**src/rtl/lktlb_pkg.sv**
```systemverilog
// Shared encodings for the lockable translation buffer.
// Assumes 4 KB minimum pages, so the low 12 address bits never translate.
package lktlb_pkg;

    localparam int PG_SHIFT      = 12;
    localparam int LOCK_VIC_LSB  = 4;
    localparam int LOCK_BASE_LSB = 10;

    typedef enum logic [1:0] {
        PG_4K  = 2'd0,
        PG_64K = 2'd1,
        PG_1M  = 2'd2,
        PG_RSV = 2'd3
    } pg_size_e;

    typedef enum logic [3:0] {
        RA_REV      = 4'd0,
        RA_SYSCFG   = 4'd1,
        RA_SYSSTAT  = 4'd2,
        RA_CTRL     = 4'd3,
        RA_LOCK     = 4'd4,
        RA_LOAD     = 4'd5,
        RA_FLUSH1   = 4'd6,
        RA_FLUSHALL = 4'd7,
        RA_CAM_STG  = 4'd8,
        RA_RAM_STG  = 4'd9,
        RA_CAM_VIEW = 4'd10,
        RA_RAM_VIEW = 4'd11
    } reg_addr_e;

    // Mask of page-number bits that bypass translation for a size code.
    function automatic logic [7:0] bypass_mask(input logic [1:0] sz);
        case (sz)
            PG_64K:  return 8'h0F;
            PG_1M:   return 8'hFF;
            default: return 8'h00;
        endcase
    endfunction

endpackage

```
**src/rtl/lktlb_store.sv**
```systemverilog
// Entry storage: tag, size, flags and physical page per slot.
// Applies load, single flush, global flush and full clear.
// Assumes at most one command per cycle (they come from distinct addresses).
module lktlb_store #(
    parameter int N     = 8,
    parameter int TAG_W = 20,
    parameter int IW    = 3
) (
    input  logic             clk,
    input  logic             rst_n,
    input  logic             clr_all,
    input  logic             flush_all,
    input  logic             flush_one,
    input  logic             load,
    input  logic [IW-1:0]    vic,
    input  logic [IW-1:0]    base,
    input  logic [TAG_W-1:0] stg_tag,
    input  logic [1:0]       stg_size,
    input  logic             stg_pres,
    input  logic             stg_valid,
    input  logic [TAG_W-1:0] stg_ppn,
    output logic [N-1:0]     valid_q,
    output logic [N-1:0]     pres_q,
    output logic [1:0]       size_q [N],
    output logic [TAG_W-1:0] tag_q  [N],
    output logic [TAG_W-1:0] ppn_q  [N]
);

    for (genvar g = 0; g < N; g++) begin : g_ent
        localparam bit SLOT_OK = (g != N - 1);
        logic             v_r, p_r, load_here;
        logic [1:0]       s_r;
        logic [TAG_W-1:0] t_r, a_r;

        // Load is refused on the last slot and on a valid locked slot.
        assign load_here = load && (vic == IW'(g)) && SLOT_OK
                           && !((IW'(g) < base) && v_r);

        // Per-slot state update, clear has priority over commands.
        always_ff @(posedge clk) begin
            if (!rst_n || clr_all) begin
                v_r <= 1'b0;
                p_r <= 1'b0;
                s_r <= '0;
                t_r <= '0;
                a_r <= '0;
            end else if (flush_all) begin
                v_r <= v_r & p_r;
            end else if (flush_one && (vic == IW'(g))) begin
                v_r <= 1'b0;
                p_r <= 1'b0;
            end else if (load_here) begin
                v_r <= stg_valid;
                p_r <= stg_pres;
                s_r <= stg_size;
                t_r <= stg_tag;
                a_r <= stg_ppn;
            end
        end

        assign valid_q[g] = v_r;
        assign pres_q[g]  = p_r;
        assign size_q[g]  = s_r;
        assign tag_q[g]   = t_r;
        assign ppn_q[g]   = a_r;
    end


    flush_one_clr_chk: assert property (@(posedge clk) disable iff (!rst_n)
        flush_one |=> !valid_q[$past(vic)]);


    gflush_keep_pres_chk: assert property (@(posedge clk) disable iff (!rst_n)
        flush_all |=> ((valid_q & ~$past(valid_q & pres_q)) == '0));


    last_slot_idle_chk: assert property (@(posedge clk) disable iff (!rst_n)
        !valid_q[N-1]);

endmodule

```
**src/rtl/lktlb_lookup.sv**
```systemverilog
// Single-cycle associative lookup with per-entry page-size masking.
// The lowest matching index wins; a miss or disabled state passes va through.
module lktlb_lookup #(
    parameter int N     = 8,
    parameter int TAG_W = 20,
    parameter int IW    = 3,
    parameter int AW    = 32
) (
    input  logic             clk,
    input  logic             rst_n,
    input  logic             en,
    input  logic [AW-1:0]    va,
    input  logic [N-1:0]     valid_q,
    input  logic [1:0]       size_q [N],
    input  logic [TAG_W-1:0] tag_q  [N],
    input  logic [TAG_W-1:0] ppn_q  [N],
    output logic             hit,
    output logic [AW-1:0]    pa
);
    import lktlb_pkg::*;

    logic [TAG_W-1:0] va_tag, keep_sel, pa_tag;
    logic [TAG_W-1:0] keep [N];
    logic [N-1:0]     match;
    logic [IW-1:0]    sel;
    logic             found;

    assign va_tag = va[AW-1:PG_SHIFT];

    for (genvar g = 0; g < N; g++) begin : g_cmp
        assign keep[g]  = ~TAG_W'(bypass_mask(size_q[g]));
        assign match[g] = valid_q[g] && (((va_tag ^ tag_q[g]) & keep[g]) == '0);
    end

    // Priority pick: scanning downward leaves the lowest match selected.
    always_comb begin
        sel   = '0;
        found = 1'b0;
        for (int i = N - 1; i >= 0; i--) begin
            if (match[i]) begin
                sel   = IW'(i);
                found = 1'b1;
            end
        end
    end

    // Merge kept physical bits with bypassed virtual bits.
    always_comb begin
        keep_sel = keep[sel];
        pa_tag   = (ppn_q[sel] & keep_sel) | (va_tag & ~keep_sel);
        hit      = en && found;
        pa       = hit ? {pa_tag, va[PG_SHIFT-1:0]} : va;
    end


    off_passthru_chk: assert property (@(posedge clk) disable iff (!rst_n)
        !en |-> (!hit && (pa == va)));


    hit_has_entry_chk: assert property (@(posedge clk) disable iff (!rst_n)
        hit |-> (valid_q != '0));

endmodule

```
**src/rtl/locked_tlb.sv**
```systemverilog
// Top: register port, lock register, staging, control and soft reset.
// Assumes N is a power of two so the lock fields index every slot.
// Register reads are combinational on reg_addr.
module locked_tlb #(
    parameter int N       = 8,
    parameter int AW      = 32,
    parameter int RST_CYC = 4,
    parameter int REV_MAJ = 1,
    parameter int REV_MIN = 2
) (
    input  logic          clk,
    input  logic          rst_n,
    input  logic          reg_wr,
    input  logic [3:0]    reg_addr,
    input  logic [AW-1:0] reg_wdata,
    output logic [AW-1:0] reg_rdata,
    input  logic [AW-1:0] lk_va,
    output logic          lk_hit,
    output logic [AW-1:0] lk_pa
);
    import lktlb_pkg::*;

    localparam int LW    = $clog2(N);
    localparam int TAG_W = AW - PG_SHIFT;
    localparam int CW    = $clog2(RST_CYC + 1);

    logic          en_q;
    logic [LW-1:0] base_q, vic_q;
    logic [CW-1:0] rcnt_q;
    logic [AW-1:0] stg_cam_q;
    logic [TAG_W-1:0] stg_ppn_q;

    logic wr_ok, srst_go, ctrl_off, clr_all;
    logic cmd_load, cmd_fl1, cmd_flall;

    logic [N-1:0]     valid_q, pres_q;
    logic [1:0]       size_q [N];
    logic [TAG_W-1:0] tag_q  [N];
    logic [TAG_W-1:0] ppn_q  [N];

    assign wr_ok     = reg_wr && (rcnt_q == '0);
    assign srst_go   = wr_ok && (reg_addr == RA_SYSCFG) && (reg_wdata == AW'(2));
    assign ctrl_off  = wr_ok && (reg_addr == RA_CTRL) && !reg_wdata[1];
    assign clr_all   = srst_go || ctrl_off;
    assign cmd_load  = wr_ok && (reg_addr == RA_LOAD) && reg_wdata[0];
    assign cmd_fl1   = wr_ok && (reg_addr == RA_FLUSH1) && reg_wdata[0];
    assign cmd_flall = wr_ok && (reg_addr == RA_FLUSHALL) && reg_wdata[0];

    // Soft-reset busy counter.
    always_ff @(posedge clk) begin
        if (!rst_n)              rcnt_q <= '0;
        else if (srst_go)        rcnt_q <= CW'(RST_CYC);
        else if (rcnt_q != '0)   rcnt_q <= rcnt_q - 1'b1;
    end

    // Enable flag and lock fields.
    always_ff @(posedge clk) begin
        if (!rst_n || clr_all) begin
            en_q   <= 1'b0;
            base_q <= '0;
            vic_q  <= '0;
        end else if (wr_ok && (reg_addr == RA_CTRL)) begin
            en_q <= 1'b1;
        end else if (wr_ok && (reg_addr == RA_LOCK)) begin
            base_q <= reg_wdata[LOCK_BASE_LSB +: LW];
            vic_q  <= reg_wdata[LOCK_VIC_LSB +: LW];
        end
    end

    // Staging words for the next load.
    always_ff @(posedge clk) begin
        if (!rst_n) begin
            stg_cam_q <= '0;
            stg_ppn_q <= '0;
        end else if (wr_ok && (reg_addr == RA_CAM_STG)) begin
            stg_cam_q <= reg_wdata;
        end else if (wr_ok && (reg_addr == RA_RAM_STG)) begin
            stg_ppn_q <= reg_wdata[AW-1:PG_SHIFT];
        end
    end

    lktlb_store #(.N(N), .TAG_W(TAG_W), .IW(LW)) i_store (
        .clk       (clk),
        .rst_n     (rst_n),
        .clr_all   (clr_all),
        .flush_all (cmd_flall),
        .flush_one (cmd_fl1),
        .load      (cmd_load),
        .vic       (vic_q),
        .base      (base_q),
        .stg_tag   (stg_cam_q[AW-1:PG_SHIFT]),
        .stg_size  (stg_cam_q[3:2]),
        .stg_pres  (stg_cam_q[1]),
        .stg_valid (stg_cam_q[0]),
        .stg_ppn   (stg_ppn_q),
        .valid_q   (valid_q),
        .pres_q    (pres_q),
        .size_q    (size_q),
        .tag_q     (tag_q),
        .ppn_q     (ppn_q)
    );

    lktlb_lookup #(.N(N), .TAG_W(TAG_W), .IW(LW), .AW(AW)) i_lookup (
        .clk     (clk),
        .rst_n   (rst_n),
        .en      (en_q),
        .va      (lk_va),
        .valid_q (valid_q),
        .size_q  (size_q),
        .tag_q   (tag_q),
        .ppn_q   (ppn_q),
        .hit     (lk_hit),
        .pa      (lk_pa)
    );

    // Register read multiplexer.
    always_comb begin
        reg_rdata = '0;
        case (reg_addr)
            RA_REV:      reg_rdata = AW'({4'(REV_MAJ), 4'(REV_MIN)});
            RA_SYSSTAT:  reg_rdata = AW'(rcnt_q == '0);
            RA_CTRL:     reg_rdata = AW'({en_q, 1'b0});
            RA_LOCK:     reg_rdata = (AW'(base_q) << LOCK_BASE_LSB)
                                   | (AW'(vic_q) << LOCK_VIC_LSB);
            RA_CAM_STG:  reg_rdata = stg_cam_q;
            RA_RAM_STG:  reg_rdata = {stg_ppn_q, {PG_SHIFT{1'b0}}};
            RA_CAM_VIEW: reg_rdata = {tag_q[vic_q], {(PG_SHIFT-4){1'b0}},
                                      size_q[vic_q], pres_q[vic_q], valid_q[vic_q]};
            RA_RAM_VIEW: reg_rdata = {ppn_q[vic_q], {PG_SHIFT{1'b0}}};
            default:     reg_rdata = '0;
        endcase
    end


    srst_clears_chk: assert property (@(posedge clk) disable iff (!rst_n)
        srst_go |=> ((valid_q == '0) && (reg_addr != RA_SYSSTAT || reg_rdata == '0)));


    ctrl_off_clears_chk: assert property (@(posedge clk) disable iff (!rst_n)
        ctrl_off |=> ((valid_q == '0) && !lk_hit));

endmodule

```
**config.mk**
```make
export PLATFORM = sky130hd
export DESIGN_NAME = locked_tlb
export DESIGN_NICKNAME = d
export VERILOG_FILES = /design/src/rtl/lktlb_pkg.sv /design/src/rtl/lktlb_store.sv /design/src/rtl/lktlb_lookup.sv /design/src/rtl/locked_tlb.sv
export SDC_FILE = /design/constraint.sdc
export NUM_CORES = 1
export LEC_CHECK = 0
export ABC_AREA = 1
export BUFFER_PORTS_ARGS = -buffer_cell sky130_fd_sc_hd__buf_4
export CAP_MARGIN = 20
export CORE_ASPECT_RATIO = 0.8
export CORE_MARGIN = 3
export CORE_UTILIZATION = 25
export CTS_CLUSTER_DIAMETER = 60
export DETAILED_ROUTE_END_ITERATION = 8
export PLACE_DENSITY_LB_ADDON = 0.2
export SYNTH_ARGS = -nofsm -noshare
export SYNTH_HDL_FRONTEND = slang
export SYNTH_SLANG_ARGS = --single-unit
```
**constraint.sdc**
```tcl
create_clock -name clk -period 3.4 [get_ports clk]
set_clock_uncertainty 0.2 [all_clocks]
set_input_delay 0.85 -clock clk [delete_from_list [all_inputs] [get_ports clk]]
set_output_delay 0.85 -clock clk [all_outputs]
set_load 0.01 [all_outputs]
```
## Yosys cells after proc, flatten, opt, wreduce, memory -nomap -nowiden

Cells that the tools add are included.

| word-level totals | value |
|---|---|
| logic and storage cells | 324 |
| input port bits | 71 |
| register bits | 371 |

| operators by class | value |
|---|---|
| reduce and logical (&&, ||, !) cells | 108 |
| mux-type cells | 83 |
| equality and inequality tests | 33 |
| $add $sub $neg | 1 |
| bitwise logic cells | 46 |
| $lt $le $gt $ge | 10 |

Operators with widths:

| kind | count |
|---|---|
| $pmux W32 S8 | 1 |
| $bmux W20 S3 | 4 |
| $and A20 B20 Y20 | 9 |
| $logic_not A20 Y1 | 8 |
| $mux W20 | 8 |
| $not A8 Y20 | 7 |
| $xor A20 B20 Y20 | 7 |
| $pmux W8 S2 | 7 |
| $logic_and A1 B1 Y1 | 52 |
| $mux W1 | 47 |
| $eq A32 B2 Y1 const B | 1 |
| $mux W32 | 1 |
| $mux W3 | 10 |
| $reduce_bool A3 Y1 | 8 |
| $reduce_and A3 Y1 | 7 |
| $not A20 Y20 | 1 |
| $or A20 B20 Y20 | 1 |
| $reduce_and A2 Y1 | 9 |
| $reduce_bool A2 Y1 | 9 |
| $eq A4 B3 Y1 const B | 4 |
| $eq A4 B4 Y1 const B | 4 |
| $eq A2 B1 Y1 const B | 7 |
| $eq A2 B2 Y1 const B | 7 |
| $or A13 B7 Y13 | 1 |
| 22 further kinds | 61 |

## Logic depth before layout (Yosys ltp)

Gate-level depths: netlist of run 1.

| logic depth | value |
|---|---|
| depth in word-level cells | 21 |
| gate-level depth with buffers | 23 |
| depth with buffers taken out | 21 |

## By module

From an unflattened synthesis of run 1, not the netlist that was laid out.

| unflattened totals | value |
|---|---|
| cell total of the unflattened synthesis | 4000 |
| area, all modules | 24547.3 µm² |

Modules (own cells, without submodules):

| module | cells an instance | times used | sequential area each (µm²) | area each (µm²) |
|---|---|---|---|---|
| lktlb_store | 1538 | 1 | 6165.9 | 11908.9 |
| locked_tlb | 1255 | 1 | 1241.2 | 6497.5 |
| lktlb_lookup | 1207 | 1 | 0.0 | 6140.9 |

## Least setup slack after synthesis of run 1

OpenSTA, ideal clock, no wires.

| path | value |
|---|---|
| path type | input -> output |
| start | input port lk_va[15] |
| end | output port lk_pa[18] |
| path slack | -0.237 ns |
| stages on the path | 19 |
| data arrival time | 2.587 ns |
| cells stage by stage | buf_2 -> or2_1 -> nand3_1 -> nand2_1 -> nor2_1 -> nand4_1 -> nand2_1 -> nand2_2 -> nand2_4 -> nand2_2 -> buf_6 -> buf_6 -> nand2_1 -> nand3_1 -> nand2_1 -> nand2_1 -> nand2_1 -> nor2_1 -> nor2_1 |

| between the ends | value |
|---|---|
| cells in the longest elaborated chain, start to end | 19 |
| elaborated cells between the ends (all ways) | 59 |

Ends and longest elaborated chain:

| element | RTL line | RTL |
|---|---|---|
| start, declared | locked_tlb.sv:17 | `input logic [AW-1:0] lk_va,` |
| $xor A20 B20 Y20 | lktlb_lookup.sv:32 | `assign match[g] = valid_q[g] && (((va_tag ^ tag_q[g]) & keep[g]) == '0);` |
| $and A20 B20 Y20 | lktlb_lookup.sv:32 |  |
| $logic_not A20 Y1 | lktlb_lookup.sv:32 |  |
| $logic_and A1 B1 Y1 | lktlb_lookup.sv:32 |  |
| $mux W3 (7 in a row) | lktlb_lookup.sv:40 | `if (match[i]) begin` |
| $not A3 Y4 (not written as such) | lktlb_lookup.sv:49, lktlb_lookup.sv:50 |  |
| $bmux W20 S3 | lktlb_lookup.sv:49 | `keep_sel = keep[sel];` |
| $mux W20 (not written as such) (2 in a row) | lktlb_lookup.sv:49 |  |
| $not A20 Y20 | lktlb_lookup.sv:50 | `pa_tag = (ppn_q[sel] & keep_sel) \| (va_tag & ~keep_sel);` |
| $and A20 B20 Y20 | lktlb_lookup.sv:50 |  |
| $or A20 B20 Y20 | lktlb_lookup.sv:50 |  |
| $mux W32 (*) | lktlb_lookup.sv:52 | `pa = hit ? {pa_tag, va[PG_SHIFT-1:0]} : va;` |
| end, declared | locked_tlb.sv:19 | `output logic [AW-1:0] lk_pa` |

Every way passes the cells marked *; elsewhere a longest branch is shown, timed or not. The select of a mux whose other input is x is not followed.

## Worst setup path after layout of run 1

| path | value |
|---|---|
| start | register i_store.g_ent[4].s_r[0] |
| end | output port lk_pa[18] |

| between the ends | value |
|---|---|
| cells in the longest elaborated chain, start to end | 19 |
| elaborated cells between the ends (all ways) | 30 |

Ends and longest elaborated chain:

| element | RTL line | RTL |
|---|---|---|
| start, declared | lktlb_store.sv:32 | `logic [1:0] s_r;` |
| start signal, assigned | lktlb_store.sv:55 | `s_r <= stg_size;` |
| $eq A2 B2 Y1 or $eq A2 B1 Y1 (tied branches) | lktlb_pkg.sv:33 | `case (sz)` |
| $pmux W8 S2 (*) | lktlb_pkg.sv:33 |  |
| $not A8 Y20 (*) | lktlb_lookup.sv:31 | `assign keep[g] = ~TAG_W'(bypass_mask(size_q[g]));` |
| $and A20 B20 Y20 | lktlb_lookup.sv:32 |  |
| $logic_not A20 Y1 | lktlb_lookup.sv:32 |  |
| $logic_and A1 B1 Y1 | lktlb_lookup.sv:32 |  |
| $mux W3 (5 in a row) | lktlb_lookup.sv:40 |  |
| $not A3 Y4 (not written as such) | lktlb_lookup.sv:49, lktlb_lookup.sv:50 |  |
| $bmux W20 S3 | lktlb_lookup.sv:49 |  |
| $mux W20 (not written as such) (2 in a row) | lktlb_lookup.sv:49 |  |
| $not A20 Y20 | lktlb_lookup.sv:50 |  |
| $and A20 B20 Y20 | lktlb_lookup.sv:50 |  |
| $or A20 B20 Y20 | lktlb_lookup.sv:50 |  |
| $mux W32 (*) | lktlb_lookup.sv:52 |  |

Marked as above.

==> run metrics, run 1 <==
Die X 333 um; DR pass1 iterations 6; CTS buffer count 46; cell area after layout 0.0326 sq mm; DRT antenna net count 0; Yosys reg bits 370; CP endpoint kind output port; Die ar. 0.0892 sq mm; final setup margin -1.08 ns; Tcrit/Tclk final 132%; CTS tree built; GRT Residual Overflow 0; Slew Viols, Final 0; via count 26500; Mapped Area 0.0214 sq mm; P_leak 12.3 nW; minimum clock period 4.48 ns; fillers 8940; Worst-Skew Late Latency 0.62 ns; worst-path fanout max 8; setup violators final 45; vias in the first global route 24300; Area Overhead vs Synth 52.2%; CORE AREA 0.0844 sq mm; CTS H-tree depth 2; wire per inst 24.5 um; global-route wire length before repair 175000 um; switch share 28.3%; pwr dens 322 mW/mm^2; Synth Area in Simple Gates 31.6%; RSZ-0062 raised after global routing true; 1st-iter DRT viols 3150; Worst R2R Path Depth 11; port bufs 111; status finished, violations left; Logic pwr share 11.3%; crit path launch type flip-flop; fraction of synthesis flops using an asynchronous set or reset pin 0%; Yosys cell types 60; sw power 0.00297 W; crit path kind flip-flop to output port; # hold bufs at CTS 0; Root Driver clkbuf_16; post-synthesis mux area share 0%; Setup Total Neg Slack -30.36 ns; die height 268 um; xor/xnor share of the synthesized area 2.29%; final hold violation count 0; Yosys warning count 0; WP data arrival 3.43 ns; antenna violations before repair 5; Slew HR 36.0%; pin count of the biggest net entering global routing 62; main combinational cell family by area after synthesis simple AND/OR/NAND/NOR gates; Primary FF master, synth dfxtp_1; Gate Count Post-Synth 3400; row count 95; synthesized area per cell 6.30 sq um; Worst IR Drop VDD 0.329 mV; Req. time, crit path 2.35 ns; clock-pin slew on the worst setup and hold paths 0.06 ns; Total Wirelength 125000 um; Post-synth EDFFs 0; Clk pwr share 46.7%; Synth Area in Compound Gates 20.0%; drt drc 0; global-route usage over all layers 26.8%; Longest Clk Path Bufs 3; Initial Util 25.4%; Nets 4031; # IOs 136; Slew @ Worst Pin 0.960 ns; Pint 0.00753 W; Max Clock Freq 0.223 GHz; Sinks on Clock Net 370; Synthesized Nets 3484; sequential fraction of the synthesis area 34.6%; dpl hpwl 89000 um; Flop pwr share 42.0%; GPL Wtd Cong 0.986; failing checks setup timing; Min-Delay Path Depth 2; Post-Synth Adder-Cell Area 0.760%; vias per inst 5.19; ratio of cells with drive above 1 in the final layout 31.9%; Max-Cap Viols 0; Post-DP Area 0.0271 sq mm; worst hold-check path type flip-flop to flip-flop
-- critical path, cell delays in order, from the launching register on --
cell and delay (ns):
dfxtp_2 0.33, inv_2 0.05, ha_4 0.28, nand2_4 0.09
buf_6 0.09, nand4_1 0.24, nor2_1 0.21, nand2_2 0.09
nand2_1 0.07, nand2_1 0.06, nand2_2 0.10, a21boi_2 0.08
buf_12 0.16, buf_8 0.13, nand2_2 0.06, nand3_2 0.10
nand2_1 0.08, nand2_1 0.06, nand2_2 0.14, nor2_4 0.05
nor2_4 0.20, buf_6 0.14
-- final timing paths --
path | slack, ns | endpoint | start
setup / recovery | -1.08 | lk_pa[18] | i_store.g_ent[4].s_r[0]
hold / removal | 0.26 | stg_cam_q[6] | stg_cam_q[6]
setup reg to reg | 0.51 | i_store.g_ent[3].a_r[16] | rcnt_q[0]
hold reg to reg | 0.26 | stg_cam_q[6] | stg_cam_q[6]
-- power by group through the flow --
stage               Sequential, W  Combinational [W]  Clock [W]
finish                    0.00442            0.00119    0.00490
floorplan                 0.00448           0.000541          0
global placement          0.00451            0.00106          0
detailed placement        0.00451            0.00105          0
CTS                       0.00441            0.00113    0.00497
global route              0.00442            0.00125    0.00511
-- through the flow --
stage          hold WS (ns)  cells  total power, W  util [%]  setup slack [ns]
4_1_cts               0.254   5070          0.0105      36.8             -1.06
3_3_place_gp          0.240   4923         0.00557      32.1             -1.82
2_1_floorplan         0.230   3400         0.00502         -            -0.212
5_1_grt               0.271   5096          0.0108      38.6             -1.18
6_report              0.258   5098          0.0105      38.6             -1.08
3_5_place_dp          0.245   4923         0.00556      32.1             -1.78
-- state kept, by name, summed over array words and instances, names as in the netlist --
name / cells
base_q: 3
en_q: 1
i_store.g_ent.a_r: 140
i_store.g_ent.p_r: 7
i_store.g_ent.s_r: 14
i_store.g_ent.t_r: 140
i_store.g_ent.v_r: 7
rcnt_q: 3
stg_cam_q: 32
stg_ppn_q: 20
vic_q: 3
-- final cells by class --
class / count / area, sq um / share of cell area [%]
Multi-Input combinational cell: 2489 / 14000 / 42.9
Antenna cell: 2 / 5.00 / 0.0154
Sequential cell: 370 / 7420 / 22.8
Clock buffer: 66 / 1290 / 3.95
Tap cell: 1115 / 1400 / 4.28
Inverter: 285 / 1140 / 3.49
Timing Repair Buffer: 755 / 7210 / 22.1
Clock inverter: 16 / 139 / 0.426
-- metal layers --
| metal | vias to the layer above | part of all wire, % | global-route usage [%] |
|---|---|---|---|
| met5 | - | 0.018 | 0 |
| met4 | 4 | 3.2 | 7.38 |
| met3 | 222 | 9.9 | 5.41 |
| met2 | 1317 | 42 | 40.0 |
| met1 | 12700 | 45 | 38.9 |
| li1 | 12200 | - | - |
-- cell usage in the layout, fill, tap and decap left out, drive strengths merged, types with 3 or more instances in the layout --
cell	Yosys	routed
nand2	1207	1207
buf	129	750
a21oi	449	449
dfxtp	370	370
inv	278	280
nor2	187	187
nand3	167	167
o21ai	141	141
clkbuf	127	71
xnor2	47	47
o22ai	43	43
o2111ai	38	38
nand4	34	34
a221oi	20	20
clkinv	7	19
nor3	18	18
a22oi	18	18
nand3b	15	15
ha	13	13
a211oi	12	12
or2	12	12
o211ai	11	11
o221ai	10	10
xor2	9	9
nor4	8	8
and2	5	5
a31oi	4	4
o31ai	3	3
a221o	3	3
-- kinds of logic (layout without fill, tap and decap cells) --
family | count (synthesis) | after routing
compound gates | 761 | 761
xor+xnor | 56 | 56
fa+ha+maj | 13 | 13
buf+inv | 541 | 1122
flops | 370 | 370
other cells | 0 | 2
simple gates | 1659 | 1659
-- cells in the mapped netlist (3+ instances only) --
cell type	count	area share, %
a211oi_1	11	0.39
a21oi_1	448	10
a221o_1	3	0.14
a221oi_1	20	0.82
a22oi_1	18	0.63
a31oi_1	4	0.12
and2_1	4	0.12
buf_1	11	0.19
buf_2	83	1.9
buf_4	30	1.1
buf_6	5	0.26
clkbuf_1	126	2.2
clkinv_1	7	0.12
dfxtp_1	370	35
ha_1	13	0.76
inv_1	240	4.2
inv_2	36	0.63
nand2_1	1199	21
nand2_2	6	0.18
nand3_1	166	3.9
nand3b_1	15	0.53
nand4_1	33	0.96
nor2_1	181	3.2
nor2_2	3	0.088
nor2_4	3	0.16
nor3_1	16	0.37
nor4_1	8	0.23
o2111ai_1	38	1.6
o211ai_1	11	0.39
o21ai_0	101	2.4
o21ai_1	40	0.94
o221ai_1	10	0.41
o22ai_1	43	1.3
o31ai_1	3	0.11
or2_1	6	0.18
or2_2	4	0.12
xnor2_1	47	1.9
xor2_1	9	0.37
-- repair_timing --
action / CTS / global route
gates resized for setup: 477 / 285
gates cloned: 7 / 5
pin swaps: 114 / 185
hold endpoints to repair: 0 / 0
setup endpoints to repair: 46 / 47
setup buffers: 67 / 42
(Power assumes the default switching activity.)
==> run 2: changes to the inputs <==
--- a/config.mk
+++ b/config.mk
@@ -6,11 +6,12 @@
 export NUM_CORES = 1
 export LEC_CHECK = 0
 export ABC_AREA = 1
-export BUFFER_PORTS_ARGS = -buffer_cell sky130_fd_sc_hd__buf_4
+export BUFFER_PORTS_ARGS = -buffer_cell sky130_fd_sc_hd__buf_2
 export CAP_MARGIN = 20
 export CORE_ASPECT_RATIO = 0.8
 export CORE_MARGIN = 3
 export CORE_UTILIZATION = 25
+export CTS_BUF_LIST = sky130_fd_sc_hd__clkbuf_4 sky130_fd_sc_hd__clkbuf_8
 export CTS_CLUSTER_DIAMETER = 60
 export DETAILED_ROUTE_END_ITERATION = 8
 export PLACE_DENSITY_LB_ADDON = 0.2
==> run 2 against run 1 <==
  * The run ends with DRC, setup timing left
  * First-iteration DRC count is 9.4% lower
  * Final cell count increased by 0.39%
  * Critical path type is now input port to output port
  * Highest routed layer is now met4
  * Utilization shrank 1.1 points
  * Sequential power barely moved
  * Global-route usage increased by 0.46 points
  * Largest cell class unchanged
  * Hold slack got worse by 0.017 ns
  * Critical path depth shrank 1
  * Sequential share of layout area increased by 0.64 points
==> run metrics, run 2 (synthesized netlist as in run 1, its figures left out) <==
failing checks DRC, setup timing; commonest cells after routing, fill and taps aside 1123 x nand2_1, 472 x buf_4, 420 x a21oi_1; CP endpoint kind output port; Worst IR Drop VDD 0.336 mV; Root Driver clkbuf_8; Worst path depth 20; dpl cells 4897; slowest cell on the critical path nor3_1; GPL Wtd Cong 0.994; setup violators final 45; drt drc 3; Area Overhead vs Synth 48.1%; worst hold slack 0.241 ns; ratio of cells with drive above 1 in the final layout 30.5%; Buf/Inv on CP 7; crit path kind input port to output port; r2r startpoint rcnt_q[0]; Die ar. 0.0892 sq mm; CTS H-tree depth 3; worst path cell trace buf_2 > buf_4 > xnor2_1 > nand4_1 > nor3_1 > nand2_1 > nor2_1 > nor2_2 > nand2_2 > nand2_4 > buf_12 > nor2_4 > buf_6 > buf_6 > buf_6 > nand2_2 > o211ai_1 > nand3_1 > nand2_1 > buf_2; Req. time, crit path 2.35 ns; port bufs 111; vias per inst 5.17; pre-CTS WS -1.62 ns; P_leak 12.3 nW; Worst Setup SP lk_va[28]; wire per inst 24.6 um; DRT antenna net count 0; Worst R2R Path Depth 11; Inserted Diodes 0; # hold bufs at CTS 0; row count 95; crit path launch type input port; pwr dens 332 mW/mm^2; Slew Viols, Final 0; final setup margin -1.25 ns; 1st-iter DRT viols 2854; Post-DP Area 0.0267 sq mm; final hold violation count 0; pin count of the biggest net entering global routing 60; fillers 9016; most common cell after layout, fill and taps aside nand2_1; Largest regs i_store.g_ent.a_r x140, i_store.g_ent.t_r x140, stg_cam_q x32; Sinks on Clock Net 370; clock-pin slew on the worst setup and hold paths 0.06 ns; die height 268 um; Tcrit/Tclk final 137%; CTS buffer count 72; Max-Cap Viols 0; RSZ-0062 raised after global routing true; Critical Path End lk_pa[30]; global-route wire length before repair 177000 um; Non-Filler Instances 5118; Initial Util 25.4%; # IOs 136; cell area after layout 0.0317 sq mm; HP Start reg_wdata[5]; Nets 4037; DR pass1 iterations 9; CP dominant cell by count buf_6; via count 26500; Slew HR 52.0%; GRT Residual Overflow 0; Total Wirelength 126000 um; worst-path fanout max 10; largest delay contributor family on the critical path simple AND/OR/NAND/NOR gates; vias in the first global route 24100; CTS tree built; antenna violations before repair 1; global-route usage over all layers 27.2%; minimum clock period 4.65 ns; FF-to-FF End i_store.g_ent[2].t_r[6]; Longest Clk Path Bufs 3; Max Clock Freq 0.215 GHz; status finished, violations left; WP data arrival 3.60 ns; CORE AREA 0.0844 sq mm; dpl hpwl 91000 um; Worst-Skew Late Latency 0.72 ns; Largest stage delay, worst path 0.26 ns; Die X 333 um; Slew @ Worst Pin 0.721 ns; worst hold-check path type input port to flip-flop; Reg2Reg Setup Slack 0.51 ns
## run 2: per-stage QoR
step	TNS [ns]	util, %	power [W]
CTS	-32.91	36.4	0.0105
global route	-37.72	37.6	0.0108
finish	-32.49	37.6	0.0105
floorplan	-3.34	-	0.00502
global placement	-33.99	31.7	0.00554
detailed placement	-34.12	31.7	0.00554
## run 2: worst min-delay path by stage
stage                     cells after the start            end  slack (ns)
after floorplan                               2  stg_cam_q[10]        0.23
after global placement                        2  stg_cam_q[10]        0.24
after detailed placement                      2   stg_cam_q[5]        0.25
after CTS                                     3       vic_q[1]        0.19
after global routing                          3       vic_q[1]        0.22
final                                         3       vic_q[1]        0.24
## run 2: timing repair
item,CTS,global route
cloned,4,0
setup endpoints to repair,45,52
resized for setup,448,173
buffers inserted,72,43
pin swaps,122,77
## run 2: report_power, final
part           internal, W  switching [W]  leakage, nW  total (W)
registers          0.00437      0.0000519         2.99    0.00442
clock network      0.00268        0.00226        0.789    0.00494
logic             0.000426       0.000742         8.51    0.00117
total              0.00748        0.00305         12.3     0.0105
## run 2: worst reg2reg max path, stage by stage (launching register included)
cell and delay [ns]:
dfxtp_1 0.31, inv_1 0.05, ha_1 0.16, ha_1 0.18, nand2_1 0.17, nor2_1 0.27, nand4_1 0.19, or2_2 0.37
o211ai_1 0.15, buf_12 0.29, buf_4 0.33, a21oi_1 0.07
## run 2: layout make-up
class | count | area (sq um) | share of cell area (%)
Multi-Input combinational cell | 2489 | 13500 | 42.6
Sequential cell | 370 | 7420 | 23.4
Timing Repair Buffer | 735 | 6760 | 21.3
Tap cell | 1115 | 1400 | 4.40
Clock buffer | 108 | 1340 | 4.24
Inverter | 285 | 1120 | 3.55
Clock inverter | 16 | 159 | 0.501
## run 2: layer usage
metal | wire length [um] | GRT usage [%] | up-vias | share of wire (%)
met4 | 3780 | 7.77 | 0 | 3.0
met5 | 0 | 0 | - | 0
met1 | 58400 | 40.0 | 12700 | 46
met2 | 51500 | 39.3 | 1303 | 41
met3 | 12300 | 6.43 | 189 | 9.8
li1 | - | - | 12200 | -
